$ cat config.mk
export PLATFORM = sky130hd
export DESIGN_NAME = raster_timing_gen
export DESIGN_NICKNAME = d
export VERILOG_FILES = /design/src/rtl/raster_timing_pkg.sv /design/src/rtl/raster_timing_horiz.sv /design/src/rtl/raster_timing_vert.sv /design/src/rtl/raster_timing_gen.sv
export SDC_FILE = /design/constraint.sdc
export NUM_CORES = 1
export LEC_CHECK = 0
export CAP_MARGIN = 10
export CORE_UTILIZATION = 33
export CTS_CLUSTER_DIAMETER = 120
export DETAILED_ROUTE_END_ITERATION = 8
export SYNTH_ARGS = -nofsm -noshare
export SYNTH_HDL_FRONTEND = slang
export SYNTH_SLANG_ARGS = --single-unit
$ cat constraint.sdc
create_clock -name clk -period 11 [get_ports clk]
set_input_delay 2.75 -clock clk [delete_from_list [all_inputs] [get_ports clk]]
set_output_delay 2.75 -clock clk [all_outputs]
set_load 0.01 [all_outputs]
$ cat src/rtl/raster_timing_pkg.sv
package raster_timing_pkg;
  typedef struct packed {
    logic broad;      // inside the broad-pulse half-lines
    logic vActive;    // current line is a picture line
    logic frameWrap;  // last clock of the frame
  } tgStrobe_t;
endpackage

$ cat src/rtl/raster_timing_horiz.sv
module raster_timing_horiz
  import raster_timing_pkg::*;
#(
  parameter int H_W = 12
) (
  input  logic           clk,
  input  logic           rst,
  input  logic [H_W-1:0] syncW,
  input  logic [H_W-1:0] backW,
  input  logic [H_W-1:0] actW,
  input  logic [H_W-1:0] frontW,
  input  tgStrobe_t      strobe,
  output logic           halfEnd,
  output logic           lineEnd,
  output logic           hBlank,
  output logic           csyncN,
  output logic           videoEn,
  output logic [H_W-1:0] pixel
);
  localparam int HC_W = H_W + 2;
  localparam logic [HC_W-1:0] ONE_H = 1;

  logic [HC_W-1:0] hCount, lineLen, halfLen, actStart, actEnd, halfPos, broadLow;
  logic            inAct;

  assign lineLen  = {2'b00, syncW} + {2'b00, backW} + {2'b00, actW} + {2'b00, frontW};
  assign halfLen  = lineLen >> 1;
  assign actStart = {2'b00, syncW} + {2'b00, backW};
  assign actEnd   = actStart + {2'b00, actW};

  assign lineEnd = (hCount == lineLen - ONE_H);
  assign halfEnd = lineEnd || (hCount == halfLen - ONE_H);

  always_ff @(posedge clk) begin
    if (rst || lineEnd || strobe.frameWrap) hCount <= '0;
    else                                    hCount <= hCount + ONE_H;
  end

  assign halfPos  = (hCount >= halfLen) ? hCount - halfLen : hCount;
  assign broadLow = halfLen - {2'b00, syncW};

  always_comb begin
    inAct   = (hCount >= actStart) && (hCount < actEnd);
    hBlank  = !inAct;
    videoEn = inAct && strobe.vActive;
    pixel   = videoEn ? H_W'(hCount - actStart) : '0;
    if (strobe.broad) csyncN = !(halfPos < broadLow);
    else              csyncN = !(hCount < {2'b00, syncW});
  end
endmodule

$ cat src/rtl/raster_timing_vert.sv
module raster_timing_vert
  import raster_timing_pkg::*;
#(
  parameter int V_W = 10
) (
  input  logic           clk,
  input  logic           rst,
  input  logic [V_W-1:0] activeL,
  input  logic [V_W-1:0] blankL,
  input  logic [V_W-1:0] broadH,
  input  logic           interlace,
  input  logic           halfEnd,
  input  logic           lineEnd,
  output tgStrobe_t      strobe,
  output logic           field,
  output logic [V_W-1:0] lineOut
);
  localparam int HV_W = V_W + 2;
  localparam int LV_W = V_W + 1;
  localparam logic [HV_W-1:0] ONE_HV = 1;
  localparam logic [LV_W-1:0] ONE_LV = 1;

  logic [HV_W-1:0] halfIdx, fieldHalves;
  logic [LV_W-1:0] lineCnt, fieldLines;
  logic            fieldEnd;

  assign fieldLines  = {1'b0, activeL} + {1'b0, blankL};
  assign fieldHalves = {fieldLines, 1'b0} + {{LV_W{1'b0}}, interlace};
  assign fieldEnd    = halfEnd && (halfIdx == fieldHalves - ONE_HV);

  always_ff @(posedge clk) begin
    if (rst) begin
      halfIdx <= '0;
      lineCnt <= '0;
      field   <= 1'b0;
    end else if (halfEnd) begin
      if (fieldEnd) begin
        halfIdx <= '0;
        lineCnt <= '0;
        field   <= !field;
      end else begin
        halfIdx <= halfIdx + ONE_HV;
        if (lineEnd) lineCnt <= lineCnt + ONE_LV;
      end
    end
  end

  always_comb begin
    strobe.frameWrap = fieldEnd && field;
    strobe.broad     = halfIdx < {2'b00, broadH};
    strobe.vActive   = (lineCnt >= {1'b0, blankL}) && (lineCnt < fieldLines);
    lineOut          = strobe.vActive ? V_W'(lineCnt - {1'b0, blankL}) : '0;
  end
endmodule

$ cat src/rtl/raster_timing_gen.sv
module raster_timing_gen
  import raster_timing_pkg::*;
#(
  parameter int H_W = 12,
  parameter int V_W = 10,
  parameter int LEVEL_W = 8,
  parameter logic [LEVEL_W-1:0] SYNC_LEVEL = 77
) (
  input  logic               clk,
  input  logic               rst,
  input  logic [V_W-1:0]     cfgActiveLines,
  input  logic [V_W-1:0]     cfgBlankLines,
  input  logic [V_W-1:0]     cfgBroadHalves,
  input  logic [H_W-1:0]     cfgSyncWidth,
  input  logic [H_W-1:0]     cfgBackPorch,
  input  logic [H_W-1:0]     cfgActivePixels,
  input  logic [H_W-1:0]     cfgFrontPorch,
  input  logic               cfgInterlace,
  output logic               csyncN,
  output logic               hBlank,
  output logic               vBlank,
  output logic               videoEn,
  output logic               fieldId,
  output logic [H_W-1:0]     pixelIdx,
  output logic [V_W-1:0]     lineIdx,
  output logic [LEVEL_W-1:0] syncLevel
);
  tgStrobe_t      strobe;
  logic           halfEnd, lineEnd;
  logic [V_W-1:0] activeL, blankL, broadH;
  logic [H_W-1:0] syncW, backW, actW, frontW;
  logic           interlace;

  // settings change only at reset or when a new frame begins
  always_ff @(posedge clk) begin
    if (rst || strobe.frameWrap) begin
      activeL   <= cfgActiveLines;
      blankL    <= cfgBlankLines;
      broadH    <= cfgBroadHalves;
      syncW     <= cfgSyncWidth;
      backW     <= cfgBackPorch;
      actW      <= cfgActivePixels;
      frontW    <= cfgFrontPorch;
      interlace <= cfgInterlace;
    end
  end

  raster_timing_horiz #(.H_W(H_W)) uHoriz (
    .clk(clk), .rst(rst), .syncW(syncW), .backW(backW), .actW(actW), .frontW(frontW),
    .strobe(strobe), .halfEnd(halfEnd), .lineEnd(lineEnd), .hBlank(hBlank),
    .csyncN(csyncN), .videoEn(videoEn), .pixel(pixelIdx)
  );

  raster_timing_vert #(.V_W(V_W)) uVert (
    .clk(clk), .rst(rst), .activeL(activeL), .blankL(blankL), .broadH(broadH),
    .interlace(interlace), .halfEnd(halfEnd), .lineEnd(lineEnd),
    .strobe(strobe), .field(fieldId), .lineOut(lineIdx)
  );

  assign vBlank    = !strobe.vActive;
  assign syncLevel = csyncN ? '0 : SYNC_LEVEL;
endmodule

==> results.md <==
* HP Class: flip-flop to flip-flop
* Die area at 36800 um2
* Seq/Total Area, Yosys at 26.4%
* Ys flop type: edfxtp_1
* Worst path arrival time at 7860 ps
* Synth Warn # at 0
* Endpoints failing setup at 0
* Int Pwr at 2220 uW
* Worst Clk Skew at 11.4 ps
* Filler cell count at 3479
* Fin. Hold Viols at 0
* Post-CTS Hold Fix Bufs at 0
* Worst Setup Start Kind: flip-flop
* Cts bufs inserted at 17
* Worst path bufs/invs at 5
* Clock Sinks at 117
* Synthesized area per cell at 8.93 um2
* Critical Path End Type: primary output
* Die width at 192 um
* Yosys reg bits at 117
* Reg2reg end: actW[1]$_DFFE_PP_
* Crit-path leading delay family: compound AO/OA/AOI/OAI gates
* Worst Tran Pin Value at 1030 ps
* Clk root buf: clkbuf_16
* Logic pwr share at 74.7%
* Overall power at 4200 uW
* CTS tree: done
* Hold depth at 2
* CP Data Required Time at 8250 ps
* Max-cap viol count at 0
* CP max FO at 5
* Die Span Y at 192 um
* Hold_sp: uVert.lineCnt[10]$_SDFFE_PP0P_
* Initial antenna violation count at 0
* Vias per cell at 5.26
* Vias in the first global route at 9741
* Largest net degree at the start of global routing at 80
* I/O Buffers at 111
* Setup slack of the most critical reg-to-reg path at 3490 ps
* Leakage power at 0.00630 uW
* Via count at 10300
* Post-synth EDFFs at 79
* Clk_lat worst skew at 450 ps
* Most common cell after layout, fill and taps aside: ha_1
* ANT cells at 0
* Reg-to-reg critical path startpoint: syncW[1]$_DFFE_PP_
* Post-route cell area at 14700 um2
* Post-route clock period utilization at 96.5%
* Setup ws final at 389 ps
* WL/cell at 16.6 um
* Sw Share at 47.3%
* Initial DRC count at 615
* Critical path class: flip-flop to primary output
* Minimum clock period at 10610 ps
* Commonest cells after routing, fill and taps aside: ha_1 (146), inv_1 (120), clkdlybuf4s50_1 (106), nor2_1 (81), edfxtp_1 (79)
* Most frequent CP cell: ha_1
* Sequential Power Share at 12.3%
* First-pass GRT wire length at 50.6 mm
* Synth Instances at 1331
* Tot GR Track Use at 17.7%
* Share of layout cells above drive strength 1 at 13.5%
* Final nets at 1717
* Net Sw Power at 1990 uW
* Post-synth ARST share at 0%
* VDD IR max at 0.141 mV
* Post-DP Area at 13700 um2
* Pwr dens at 286 nW/um2
* Max-slew violations at 0
* Ports at 116
* Status: finished, final reports clean
* P&R area growth vs syn at 23.5%
* Worst r2r path cells at 33
* Routed Antenna Nets at 0
* Total grt overflow at 0
* Post-Place Worst Slack at 49.3 ps
* Synth cell types at 108
* Mapped Area at 11900 um2
* Slowest cell on crit path: edfxtp_1
* Wirelength, routed at 32.3 mm
* Final HPWL DP at 25.6 mm
* Max clock buf depth at 2
* DR pass1 iterations at 5
* Slew margin rel. at 31.2%
* Row count at 69
* RePlAce Congestion at 0.884
* Core area at 35500 um2
* Clock network power share at 13.1%
* Worst hold endpoint: uVert.lineCnt[10]$_SDFFE_PP0P_
* Max Clk Rate at 94.2 MHz
* CP peak stage delay at 430 ps
* Number of remaining DRC errors at 0
* H-tree levels at 4
* Starting Density at 33.5%
* Clk pin slew, worst setup/hold paths at 60 ps
-- worst max path at each step --
stage / startpoint / endpoint / slack, ps / depth (start not counted)
floorplan: syncW[1]$_DFFE_PP_ / syncLevel[2] / 510 / 44
global placement: syncW[0]$_DFFE_PP_ / syncLevel[2] / 190 / 35
detailed placement: syncW[0]$_DFFE_PP_ / syncLevel[2] / 50 / 38
CTS: syncW[1]$_DFFE_PP_ / csyncN / 10 / 43
global route: syncW[0]$_DFFE_PP_ / syncLevel[3] / -110 / 40
finish: syncW[0]$_DFFE_PP_ / syncLevel[2] / 390 / 40
-- worst reg2reg max path: cells and delay by family, from the launching register on --
| kind | cells | cell delay (ps) |
|---|---|---|
| xor+xnor | 3 | 500 |
| simple gates | 6 | 920 |
| fa+ha+maj | 3 | 950 |
| flops | 1 | 400 |
| buf+inv | 4 | 620 |
| compound gates | 17 | 3600 |
-- cell type report --
class | instances | area (um2) | area share [%]
tap | 461 | 577 | 3.93
clock inverter | 13 | 125 | 0.852
timing repair buffer | 163 | 1530 | 10.4
clock buffer | 19 | 443 | 3.02
inverter | 127 | 482 | 3.28
multi-input combinational | 1049 | 8390 | 57.2
sequential | 117 | 3130 | 21.3
-- through the flow --
stage / hold slack [ps] / util (%) / TNS (ps) / instances
final: 517 / 41.4 / 0 / 1949
after global routing: 567 / 41.4 / -494 / 1949
after CTS: 525 / 40.5 / 0 / 1942
after detailed placement: 520 / 38.5 / 0 / 1903
after global placement: 508 / 38.5 / 0 / 1903
after floorplan: 478 / - / 0 / 1334
-- layer usage --
metal	global-route usage, %	up-vias	wire, um
met5	0	-	0
met4	5.37	0	573
met3	3.03	34	1420
met2	27.6	209	14400
met1	24.6	4858	15900
li1	-	5150	-
-- Yosys cell counts, drive strengths merged, types with 4 or more instances --
| cell type | instances | area, um2 |
|---|---|---|
| o31a | 6 | 61.3 |
| a221oi | 4 | 58.8 |
| dfxtp | 38 | 761 |
| a21o | 54 | 405 |
| xor2 | 47 | 419 |
| inv | 127 | 482 |
| a211oi | 12 | 118 |
| xnor2 | 76 | 718 |
| xnor3 | 4 | 90.1 |
| and4 | 4 | 35.0 |
| o31ai | 12 | 104 |
| nor2b | 18 | 113 |
| and3 | 19 | 129 |
| nand3b | 5 | 37.5 |
| o211ai | 6 | 58.8 |
| nand2b | 26 | 163 |
| o22ai | 4 | 25.0 |
| ha | 153 | 1910 |
| o21bai | 8 | 60.1 |
| a21boi | 5 | 37.5 |
| o211a | 5 | 50.1 |
| a31o | 6 | 52.6 |
| buf | 23 | 148 |
| o21ai | 77 | 389 |
| and2 | 6 | 37.5 |
| o221ai | 4 | 52.6 |
| nor2 | 87 | 337 |
| o21a | 22 | 173 |
| or2 | 8 | 50.1 |
| edfxtp | 79 | 2370 |
| a31oi | 10 | 62.6 |
| nand2 | 60 | 228 |
| clkbuf | 18 | 68.8 |
| or3 | 19 | 124 |
| or4 | 5 | 41.3 |
| nor3 | 36 | 185 |
| nor4 | 16 | 115 |
| a2111oi | 6 | 90.1 |
| nand4 | 21 | 138 |
| nand3 | 44 | 220 |
| a21oi | 84 | 443 |
| maj3 | 9 | 90.1 |
| fa | 8 | 160 |
-- power groups by stage --
stage	clock network [uW]	registers [uW]	logic [uW]
after floorplan	0	517	2160
after global placement	0	525	2830
after detailed placement	0	526	2870
after CTS	559	516	2960
after global routing	577	519	3440
final	549	516	3140
-- sequential cells by signal, summed over array words and instances, names as in the netlist --
register       flops
activeL           10
actW              12
syncW             12
blankL            10
frontW            12
interlace          1
uVert.field        1
backW             12
uVert.halfIdx     12
uVert.lineCnt     11
uHoriz.hCount     14
broadH            10
-- repair_timing --
action	4_1_cts	5_1_grt
setup buffers	7	5
gates cloned	0	2
setup endpoints to repair	5	5
pin swaps	9	22
resized for setup	25	61
-- kinds of logic (layout without fill, tap and decap cells) --
logic type                 after synthesis  in the layout  synth area share (%)
and+or+nand+nor                        385            385                  17.2
AOI/OAI and AO/OA                      360            360                  21.8
adders and majority gates              170            170                  18.2
buffers and inverters                  168            322                  5.87
xor gates and xnor gates               127            127                  10.3
DFF                                    117            117                  26.4
muxes                                    3              3                 0.253
other                                    1              4                0.0315
No activity file was read; power rests on OpenSTA's default activity.
